## src/rtl/sxs_pkg.sv

```systemverilog
package sxs_pkg;

    typedef enum logic [2:0] {
        SOP_SGL     = 3'd0,
        SOP_SGL_UPD = 3'd1,
        SOP_DBL     = 3'd2,
        SOP_DBL_UPD = 3'd3,
        SOP_INTW    = 3'd4
    } sop_e;

    typedef enum logic [1:0] {
        DS_SINGLE = 2'd0,
        DS_WHOLE  = 2'd1,
        DS_LOWER  = 2'd2
    } dsel_e;

    typedef struct packed {
        logic  upd;
        logic  bad;
        logic  wide;
        dsel_e dsel;
    } sdec_t;

    typedef enum logic [1:0] {
        S_IDLE  = 2'd0,
        S_STORE = 2'd1,
        S_FAULT = 2'd2
    } sstate_e;

endpackage

```

## src/rtl/sxs_decode.sv

```systemverilog
module sxs_decode
    import sxs_pkg::*;
#(
    parameter int RIDX = 5
) (
    input  logic [2:0]      op,
    input  logic [RIDX-1:0] ra_idx,
    output sdec_t           dec
);
    logic ra_zero;
    assign ra_zero = (ra_idx == '0);

    always_comb begin
        dec = '{upd: 1'b0, bad: 1'b0, wide: 1'b0, dsel: DS_SINGLE};
        unique case (op)
            SOP_SGL:     dec.dsel = DS_SINGLE;
            SOP_SGL_UPD: begin
                dec.upd  = 1'b1;
                dec.bad  = ra_zero;
                dec.dsel = DS_SINGLE;
            end
            SOP_DBL: begin
                dec.wide = 1'b1;
                dec.dsel = DS_WHOLE;
            end
            SOP_DBL_UPD: begin
                dec.upd  = 1'b1;
                dec.bad  = ra_zero;
                dec.wide = 1'b1;
                dec.dsel = DS_WHOLE;
            end
            SOP_INTW:    dec.dsel = DS_LOWER;
            default:     dec.bad  = 1'b1;
        endcase
    end
endmodule

```

## src/rtl/sxs_ea.sv

```systemverilog
module sxs_ea #(
    parameter int XLEN = 64,
    parameter int SHW  = 2
) (
    input  logic            base_zero,
    input  logic [XLEN-1:0] ra_val,
    input  logic [XLEN-1:0] rb_val,
    input  logic [SHW-1:0]  sh,
    output logic [XLEN-1:0] ea
);
    localparam int SAW = SHW + 1;

    logic [SAW-1:0]  amt;
    logic [XLEN-1:0] scaled;
    logic [XLEN-1:0] base;

    always_comb begin
        amt    = SAW'(sh) + SAW'(1);
        scaled = rb_val >> amt;
        base   = base_zero ? '0 : ra_val;
        ea     = base + scaled;
    end
endmodule

```

## src/rtl/sxs_data.sv

```systemverilog
module sxs_data
    import sxs_pkg::*;
#(
    parameter int XLEN = 64,
    parameter int WORD = 32
) (
    input  dsel_e           dsel,
    input  logic [XLEN-1:0] frs_val,
    input  logic [WORD-1:0] frs_single,
    output logic [XLEN-1:0] data
);
    localparam int PAD = XLEN - WORD;

    always_comb begin
        unique case (dsel)
            DS_SINGLE: data = {{PAD{1'b0}}, frs_single};
            DS_WHOLE:  data = frs_val;
            DS_LOWER:  data = {{PAD{1'b0}}, frs_val[WORD-1:0]};
            default:   data = '0;
        endcase
    end
endmodule

```

## src/rtl/sxs_store_agen.sv

```systemverilog
module sxs_store_agen
    import sxs_pkg::*;
#(
    parameter int XLEN = 64,
    parameter int WORD = 32,
    parameter int SHW  = 2,
    parameter int RIDX = 5,
    parameter int BW   = $clog2(XLEN / 8) + 1
) (
    input  logic            clk,
    input  logic            rst_n,
    input  logic            in_valid,
    input  logic [2:0]      op,
    input  logic [RIDX-1:0] ra_idx,
    input  logic [XLEN-1:0] ra_val,
    input  logic [XLEN-1:0] rb_val,
    input  logic [SHW-1:0]  sh,
    input  logic [XLEN-1:0] frs_val,
    input  logic [WORD-1:0] frs_single,
    output logic            st_valid,
    output logic [XLEN-1:0] st_addr,
    output logic [BW-1:0]   st_bytes,
    output logic [XLEN-1:0] st_data,
    output logic            wb_valid,
    output logic [RIDX-1:0] wb_idx,
    output logic [XLEN-1:0] wb_val,
    output logic            bad_form
);
    localparam int SAW        = SHW + 1;
    localparam int WIDE_BYTES = XLEN / 8;
    localparam int WORD_BYTES = WORD / 8;

    sdec_t           dec;
    logic [XLEN-1:0] ea;
    logic [XLEN-1:0] data;

    sxs_decode #(.RIDX(RIDX)) u_decode (
        .op     (op),
        .ra_idx (ra_idx),
        .dec    (dec)
    );

    sxs_ea #(.XLEN(XLEN), .SHW(SHW)) u_ea (
        .base_zero (!dec.upd && (ra_idx == '0)),
        .ra_val    (ra_val),
        .rb_val    (rb_val),
        .sh        (sh),
        .ea        (ea)
    );

    sxs_data #(.XLEN(XLEN), .WORD(WORD)) u_data (
        .dsel       (dec.dsel),
        .frs_val    (frs_val),
        .frs_single (frs_single),
        .data       (data)
    );

    sstate_e         state_q, state_d;
    logic [XLEN-1:0] ea_q, data_q;
    logic [BW-1:0]   bytes_q;
    logic            upd_q;
    logic [RIDX-1:0] idx_q;

    always_comb begin
        if (!in_valid)    state_d = S_IDLE;
        else if (dec.bad) state_d = S_FAULT;
        else              state_d = S_STORE;
    end

    // state register
    always_ff @(posedge clk) begin
        if (!rst_n) state_q <= S_IDLE;
        else        state_q <= state_d;
    end

    // payload captured on every accepted request
    always_ff @(posedge clk) begin
        if (!rst_n) begin
            ea_q    <= '0;
            data_q  <= '0;
            bytes_q <= '0;
            upd_q   <= 1'b0;
            idx_q   <= '0;
        end else if (in_valid) begin
            ea_q    <= ea;
            data_q  <= data;
            bytes_q <= dec.wide ? BW'(WIDE_BYTES) : BW'(WORD_BYTES);
            upd_q   <= dec.upd;
            idx_q   <= ra_idx;
        end
    end

    // outputs
    always_comb begin
        st_valid = 1'b0;
        wb_valid = 1'b0;
        bad_form = 1'b0;
        unique case (state_q)
            S_IDLE:  ;
            S_STORE: begin
                st_valid = 1'b1;
                wb_valid = upd_q;
            end
            S_FAULT: bad_form = 1'b1;
            default: ;
        endcase
        st_addr  = ea_q;
        st_bytes = bytes_q;
        st_data  = data_q;
        wb_idx   = idx_q;
        wb_val   = ea_q;
    end

    assert_fault_blocks_store_R4: assert property (@(posedge clk) disable iff (!rst_n)
        bad_form |-> (!st_valid && !wb_valid));

    assert_wb_never_reg0_R4: assert property (@(posedge clk) disable iff (!rst_n)
        wb_valid |-> (wb_idx != '0));

    assert_wb_with_store_R3: assert property (@(posedge clk) disable iff (!rst_n)
        wb_valid |-> st_valid);

    assert_idle_quiet_R8: assert property (@(posedge clk) disable iff (!rst_n)
        !in_valid |=> (!st_valid && !wb_valid && !bad_form));

    assert_zero_base_R2: assert property (@(posedge clk) disable iff (!rst_n)
        (in_valid && !dec.upd && !dec.bad && ra_idx == '0) |=>
            (st_addr == ($past(rb_val) >> (SAW'($past(sh)) + SAW'(1)))));

    assert_undefined_op_R10: assert property (@(posedge clk) disable iff (!rst_n)
        (in_valid && op > 3'd4) |=> bad_form);

    assert_narrow_pad_R5: assert property (@(posedge clk) disable iff (!rst_n)
        (st_valid && st_bytes == BW'(WORD_BYTES)) |-> (st_data[XLEN-1:WORD] == '0));

    assert_size_legal_R6: assert property (@(posedge clk) disable iff (!rst_n)
        st_valid |-> (st_bytes == BW'(WORD_BYTES) || st_bytes == BW'(WIDE_BYTES)));

endmodule

```

## config.mk

```make
export PLATFORM = sky130hd
export DESIGN_NAME = sxs_store_agen
export DESIGN_NICKNAME = d
export VERILOG_FILES = /design/src/rtl/sxs_pkg.sv /design/src/rtl/sxs_decode.sv /design/src/rtl/sxs_ea.sv /design/src/rtl/sxs_data.sv /design/src/rtl/sxs_store_agen.sv
export SDC_FILE = /design/constraint.sdc
export NUM_CORES = 1
export LEC_CHECK = 0
export CORE_UTILIZATION = 42
export DETAILED_ROUTE_END_ITERATION = 10
export GPL_TIMING_DRIVEN = 1
export PLACE_DENSITY = 0.75
export SLEW_MARGIN = 15
export SYNTH_ARGS = -nofsm -noshare
export SYNTH_HDL_FRONTEND = slang
export SYNTH_HIERARCHICAL = 1
export SYNTH_SLANG_ARGS = --single-unit
```

## constraint.sdc

```tcl
create_clock -name clk -period 5.7 [get_ports clk]
set_input_delay 1.14 -clock clk [delete_from_list [all_inputs] [get_ports clk]]
set_output_delay 1.14 -clock clk [all_outputs]
set_load 0.1 [all_outputs]
```

==> reports/metrics.yaml, run 1 <==
status:
  status: "finished, final reports clean"
critical_path:
  r2r_end: "st_addr[3]$_SDFFE_PN0P_"
  reg2reg_slack_ns: 4.96
  timing.rr.start: "st_addr[3]$_SDFFE_PN0P_"
  worstSetupPathType: "in -> reg"
  cp_max_fo: 16
  critPathLaunchType: "input pin"
  reg2reg_depth: 2
  critPathCaptureType: "flip-flop"
  arrival_ns: 5.77
  required_ns: 6.05
place:
  gp_congestion: 0.925
  placed_area_sq_mm: 0.0167
  io_buffers: 437
  place_inst: 2050
  post-place-ws_ns: -0.105
  dp_hpwl_um: 30300
timing:
  finalSetupTns_ns: 0
  setup_viol: 0
  rsz0062_at_grt: "false"
  fin_skew_ns: 0
  relSlewSlack_pct: 25.0
  worst_pin_slew_ns: 1.12
  worst_slack_ns: 0.279
  fin_crit_sh_pct: 95.1
  slew_viol_final: 0
  period_minus_slack_ns: 5.42
  max_freq_mhz: 184
  finalHoldViolCount: 0
yosys:
  ys_seq_area_share_pct: 22.4
  synth_ff_type: "dfxtp_1"
  synth_area_leaders: "dfxtp_1 22%, mux2i_1 14%, mux4_2 11%, nor2b_1 11%, ha_1 6.4%"
  synth_cell_types: 62
  yosysTopAreaCell: "dfxtp_1"
  syn_inst: 1304
  synth_top_area_share_pct: 22.4
  synth_edf_count: 0
  avgSynthCellArea_sq_um: 9.46
  async_reset_ff_share_pct: 0
  synth_area_sq_mm: 0.0123
  synth_warnings: 6
  ys_seq_elements: 138
hold_path:
  worstHoldPathCells: 2
  worstHoldPathType: "reg -> reg"
  holdPathEnd: "st_bytes[2]$_SDFFE_PN0P_"
  worstHoldStart: "st_bytes[2]$_SDFFE_PN0P_"
routing:
  routed_via_density: 5.33
  dr.pass1.iters: 5
  route.detailed.drc: 0
  drtAntennaViolNets: 0
  routedWlPerCell_um: 18.6
  vias: 11105
  drtIter0Drc: 562
  drt-total-wl_um: 38700
final_layout:
  fillCellCount: 2463
  final_nets: 1986
  final_area_sq_mm: 0.0173
  multi_input_area_sq_mm: 0.00844
  area_delta_synth_final_pct: 40.6
  instances_no_fill: 2084
  seq_area_sq_mm: 0.00276
  mostFrequentLayoutCell: "clkdlybuf4s50_1"
  layout_common_cells: "433 x clkdlybuf4s50_1, 207 x nor2b_1, 169 x mux2i_1"
  drive_gt1_share_pct: 12.4
pwr:
  leakagePower_nw: 6.96
  p_total_mw: 5.23
  ir_drop_uv: 224
  powerDensity_mw_per_mm2: 302
global_routing:
  antenna_found_initial: 2
  grt_pass1_wl_um: 59700
  grt_max_degree: 139
  track_usage_pct: 25.0
  gr-total-overflow: 0
  first_global_vias: 10933
clocking:
  cts_num_sinks: 138
  cts.clk_slew.worst_paths_ns: 0.06
  cts_buffers: 17
  post_cts_buffers: 0
  hold_buffers: 0
  clockBufferDepth: 2
  clk_latency_ns: 0.41
  cts_resized: 0
  cts.htree.levels: 4
  cts_root_buffer: "clkbuf_16"
  cts_tree: "yes"
floorplanning:
  die_area_sq_mm: 0.0300
  row_count: 62
  die_x_um: 173
  die_h_um: 173
  core_sq_mm: 0.0288
  io_pins: 441
  initial_utilization_pct: 42.8
flow_run:
  maxCapViolCount: 0
## cell usage after synthesis, types with 16 or more instances
cell type	count
a21o_1	34
a21oi_1	79
and2_1	35
buf_4	74
clkbuf_1	46
dfxtp_1	138
ha_1	63
mux2i_1	169
mux4_2	59
nand2_1	51
nand3_1	16
nor2_1	37
nor2b_1	208
o21ai_0	22
o21bai_1	17
o2bb2ai_2	20
xnor2_1	37
xor2_1	23
## cell families (layout without fill, tap and decap cells)
logic type / count (synthesis) / in the layout / share of synthesized area, %
AND/OR/NAND/NOR: 398 / 398 / 18.4
AO/OA/AOI/OAI: 246 / 246 / 14.6
multiplexers: 228 / 228 / 24.5
buffers and inverters: 169 / 562 / 9.29
flip-flops: 138 / 138 / 22.4
adder cells (fa/ha/maj): 64 / 64 / 6.56
XOR/XNOR: 60 / 60 / 4.26
other: 1 / 4 / 0.0304
## critical path: stages
cell and delay (ns):
clkdlybuf4s50_1 0.41, or4_1 0.55, nor3_2 0.22, buf_12 0.19, nor2b_1 0.06, ha_1 0.34, nand2_1 0.09, o211a_1 0.24
or3_1 0.42, a21bo_1 0.25, a21oi_2 0.20, a31oi_2 0.15, o41ai_2 0.29, buf_4 0.17, o31a_1 0.18, a221oi_2 0.08
buf_4 0.17, o31ai_2 0.22, xor2_1 0.19, mux2i_1 0.09, nor2b_1 0.11
## metal layers
metal / GRT usage, % / part of all wire (%) / routed length (um)
met5: 0 / 0 / 0
met4: 9.81 / 3.3 / 1270
met3: 4.17 / 5.8 / 2250
met2: 42.7 / 48 / 18600
met1: 31.2 / 43 / 16500
## cell type report
class	instances	share of cell area (%)
inverter	12	0.260
tap	384	2.77
multi-input combinational	998	48.7
sequential	138	15.9
clock inverter	14	0.874
clock buffer	18	2.53
antenna	2	0.0289
timing repair buffer	518	28.9
## worst max path at each step
stage	startpoint	to	slack, ns
after floorplan	sh[0]	st_addr[63]$_SDFFE_PN0P_	0.11
after global placement	ra_idx[0]	st_addr[60]$_SDFFE_PN0P_	-0.07
after detailed placement	ra_idx[0]	st_addr[60]$_SDFFE_PN0P_	-0.10
after CTS	ra_idx[0]	st_addr[60]$_SDFFE_PN0P_	0.32
after global routing	ra_idx[0]	st_addr[56]$_SDFFE_PN0P_	0.08
final	ra_idx[0]	st_addr[60]$_SDFFE_PN0P_	0.28
## metrics by stage
step | utilization (%) | hold WS (ns)
CTS | 60.2 | 0.484
global route | 60.2 | 0.501
floorplan | - | 0.474
detailed placement | 58.1 | 0.475
global placement | 58.1 | 0.456
finish | 60.2 | 0.483
## flip-flops by register name, summed over array words and instances (netlist names)
signal / cells
st_addr: 64
st_bytes: 2
st_data: 64
state_q: 2
upd_q: 1
wb_idx: 5
## report_power, final
part,total [mW],switching [mW],internal [mW]
registers,1.15,0.0831,1.06
clock network,1.14,0.510,0.631
logic,2.94,1.96,0.984
Power figures use the tool's default switching activity.
==> inputs of run 2 (changes only) <==
--- a/config.mk
+++ b/config.mk
@@ -5,12 +5,13 @@
 export SDC_FILE = /design/constraint.sdc
 export NUM_CORES = 1
 export LEC_CHECK = 0
-export CORE_UTILIZATION = 42
+export CAP_MARGIN = 20
+export CORE_MARGIN = 4
+export CORE_UTILIZATION = 41
 export DETAILED_ROUTE_END_ITERATION = 10
 export GPL_TIMING_DRIVEN = 1
 export PLACE_DENSITY = 0.75
 export SLEW_MARGIN = 15
 export SYNTH_ARGS = -nofsm -noshare
 export SYNTH_HDL_FRONTEND = slang
-export SYNTH_HIERARCHICAL = 1
 export SYNTH_SLANG_ARGS = --single-unit
==> reports/metrics.yaml, run 2 <==
status:
  status: "finished, final reports clean"
routing:
  dr.pass1.iters: 5  # unchanged
  drt-total-wl_um: 40600  # +4.9%
  drtAntennaViolNets: 0  # unchanged
  routedWlPerCell_um: 20.3  # +9.4%
  drtIter0Drc: 780  # +39%
  vias: 11291  # +1.7%
  route.detailed.drc: 0  # unchanged
  routed_via_density: 5.65  # +6.0%
yosys:
  synth_most_common_cell: "nor2_1"
  syn_inst: 1290  # -1.1%
  synth_top_area_share_pct: 24.7  # +2.3 points
  synth_area_leaders: "dfxtp_1 25%, mux4_2 12%, ha_1 7.1%, mux2i_1 6.1%, nor2_1 4.8%"
  ys_seq_elements: 138  # unchanged
  synth_area_sq_mm: 0.0112  # -9.5%
  synthTopCellsByCount: "142 x nor2_1, 138 x dfxtp_1, 84 x a21oi_1, 79 x nand2_1, 69 x nor2b_1"
  yosysTopAreaCell: "dfxtp_1"
  synth_edf_count: 0  # unchanged
  ys_seq_area_share_pct: 24.7  # +2.3 points
  synth_ff_type: "dfxtp_1"
  synth_warnings: 0  # -6
  synth_cell_types: 70  # +13%
  avgSynthCellArea_sq_um: 8.65  # -8.5%
  async_reset_ff_share_pct: 0  # unchanged
critical_path:
  critPathLaunchType: "input pin"
  reg2reg_slack_ns: 4.65  # -0.31 ns
  required_ns: 5.99  # -0.06 ns
  cp_cell_sequence: "clkdlybuf4s50_1, or4_1, nor3_2, buf_4, buf_12, buf_12, nor2b_1, ha_1, nand4_1, o21bai_1, a21oi_1, o21ai_0, a2111oi_4, o21ai_0, a221oi_1, o31ai_1"
  r2r_end: "st_addr[62]$_SDFFE_PN0P_"
  worstSetupPathType: "in -> reg"
  reg2reg_depth: 2  # unchanged
  critPathCaptureType: "flip-flop"
  cp_max_fo: 41  # +25
  critical_path.max_stage_delay_ns: 0.56  # about the same
  arrival_ns: 5.61  # -0.16 ns
  critical_path.slowest_cell: "or4_1"
  critPathLaunch: "ra_idx[0]"
  timing.rr.start: "st_addr[62]$_SDFFE_PN0P_"
global_routing:
  gr-total-overflow: 0  # unchanged
  grt_max_degree: 81  # -42%
  antenna_found_initial: 2  # unchanged
  grt_pass1_wl_um: 63400  # +6.2%
  first_global_vias: 10963  # +0.27%
  track_usage_pct: 26.1  # +1.2 points
place:
  post-place-ws_ns: 0.0974  # +0.202 ns
  io_buffers: 437  # unchanged
  place_inst: 1965  # -4.1%
  placed_area_sq_mm: 0.0156  # -7.0%
  gp_congestion: 0.934  # +0.94%
  dp_hpwl_um: 33500  # +10%
floorplanning:
  die_x_um: 173  # -0.19%
  io_pins: 441  # unchanged
  core_sq_mm: 0.0269  # -6.6%
  die_area_sq_mm: 0.0299  # -0.38%
  initial_utilization_pct: 41.5  # -1.3 points
  row_count: 60  # -3.2%
  die_h_um: 173  # -0.19%
pwr:
  leakagePower_nw: 6.44  # -7.6%
  ir_drop_uv: 208  # -7.0%
  powerDensity_mw_per_mm2: 309  # +2.6%
  p_total_mw: 4.99  # -4.6%
final_layout:
  mostFrequentLayoutCell: "clkdlybuf4s50_1"
  drive_gt1_share_pct: 9.48  # -2.9 points
  instances_no_fill: 1999  # -4.1%
  fillCellCount: 2397  # -2.7%
  final_core_util_pct: 60.0  # -0.26 points
  final_area_sq_mm: 0.0161  # -7.0%
  layout_common_cells: "434 x clkdlybuf4s50_1, 141 x nor2_1, 138 x dfxtp_1"
  final_nets: 1944  # -2.1%
  area_delta_synth_final_pct: 44.4
timing:
  slew_viol_final: 0  # unchanged
  fin_skew_ns: 0  # unchanged
  finalHoldViolCount: 0  # unchanged
  max_freq_mhz: 188  # +2.0%
  rsz0062_at_grt: "false"
  relSlewSlack_pct: 22.2  # -2.7 points
  worst_pin_slew_ns: 1.16  # +0.0409 ns
  fin_crit_sh_pct: 93.3  # -1.8 points
  setup_viol: 0  # unchanged
  period_minus_slack_ns: 5.32  # -0.104 ns
  worst_slack_ns: 0.383  # +0.104 ns
  whs_ns: 0.476  # -0.00646 ns
  finalSetupTns_ns: 0  # unchanged
flow_run:
  maxCapViolCount: 0  # unchanged
hold_path:
  worstHoldPathCells: 2  # unchanged
  holdPathEnd: "st_addr[40]$_SDFFE_PN0P_"
  worstHoldStart: "st_addr[40]$_SDFFE_PN0P_"
  worstHoldPathType: "reg -> reg"
clocking:
  post_cts_buffers: 0  # unchanged
  cts.htree.levels: 4  # unchanged
  clockBufferDepth: 2  # unchanged
  cts.clk_slew.worst_paths_ns: 0.06  # about the same
  hold_buffers: 0  # unchanged
  cts_buffers: 17  # unchanged
  clk_latency_ns: 0.41  # about the same
  cts_num_sinks: 138  # unchanged
  cts_tree: "yes"
  cts_root_buffer: "clkbuf_16"
  cts_resized: 0  # unchanged
-- run 2: changes by cell type after synthesis, moves of 31 or more --
cell / before / now
a211oi_1: 4 / 40
a22oi_1: 0 / 33
and2_1: 35 / 4
mux2i_1: 169 / 68
nor2_1: 37 / 142
nor2b_1: 208 / 69
-- run 2: cell families (layout without fill, tap and decap cells) --
family,count (synthesis),after routing,share of synthesized area [%]
buffers and inverters,171,536,8.07
AO/OA/AOI/OAI,353,353,21.9
AND/OR/NAND/NOR,396,396,17.0
other,1,4,0.0336
flip-flops,138,138,24.7
multiplexers,126,126,17.8
XOR/XNOR,41,41,3.22
adder cells (fa/ha/maj),64,64,7.24
-- run 2: cell type report --
| type | instances | area, sq um | area share, % |
|---|---|---|---|
| repair buffers | 482 | 4750 | 29.5 |
| diodes | 2 | 5.00 | 0.0311 |
| inverters | 22 | 83.8 | 0.520 |
| multi-input cells | 982 | 7530 | 46.7 |
| well taps | 341 | 427 | 2.65 |
| flip-flops and latches | 138 | 2760 | 17.1 |
| clock inverters | 14 | 126 | 0.784 |
| clock buffers | 18 | 429 | 2.66 |
-- run 2: worst max-delay path, delay by kind of cell --
kind                       cells  cell delay, ns
adders and majority gates      1            0.45
buffers and inverters          4            0.96
and+or+nand+nor                4            1.06
AOI/OAI and AO/OA              7            1.96
-- run 2: power breakdown --
group	total, mW	internal [mW]	switching [mW]
clock	1.05	0.575	0.472
combinational	2.78	0.857	1.93
sequential	1.15	1.06	0.0942
-- run 2: how the worst max path moves through the flow --
stage	end	slack [ns]	depth (start not counted)
2_1_floorplan	st_addr[42]$_SDFFE_PN0P_	0.42	15
3_3_place_gp	st_addr[63]$_SDFFE_PN0P_	0.14	17
3_5_place_dp	st_addr[63]$_SDFFE_PN0P_	0.1	16
4_1_cts	st_addr[63]$_SDFFE_PN0P_	0.45	17
5_1_grt	st_addr[63]$_SDFFE_PN0P_	0.06	17
6_report	st_addr[63]$_SDFFE_PN0P_	0.38	16
-- run 2: routing by layer --
layer	wire length, um	global-route usage, %	up-vias
met3	2520	4.77	60
met1	17500	34.3	5349
met4	1420	9.48	0
li1	-	-	5432
met2	19200	43.3	450
met5	0	0	-
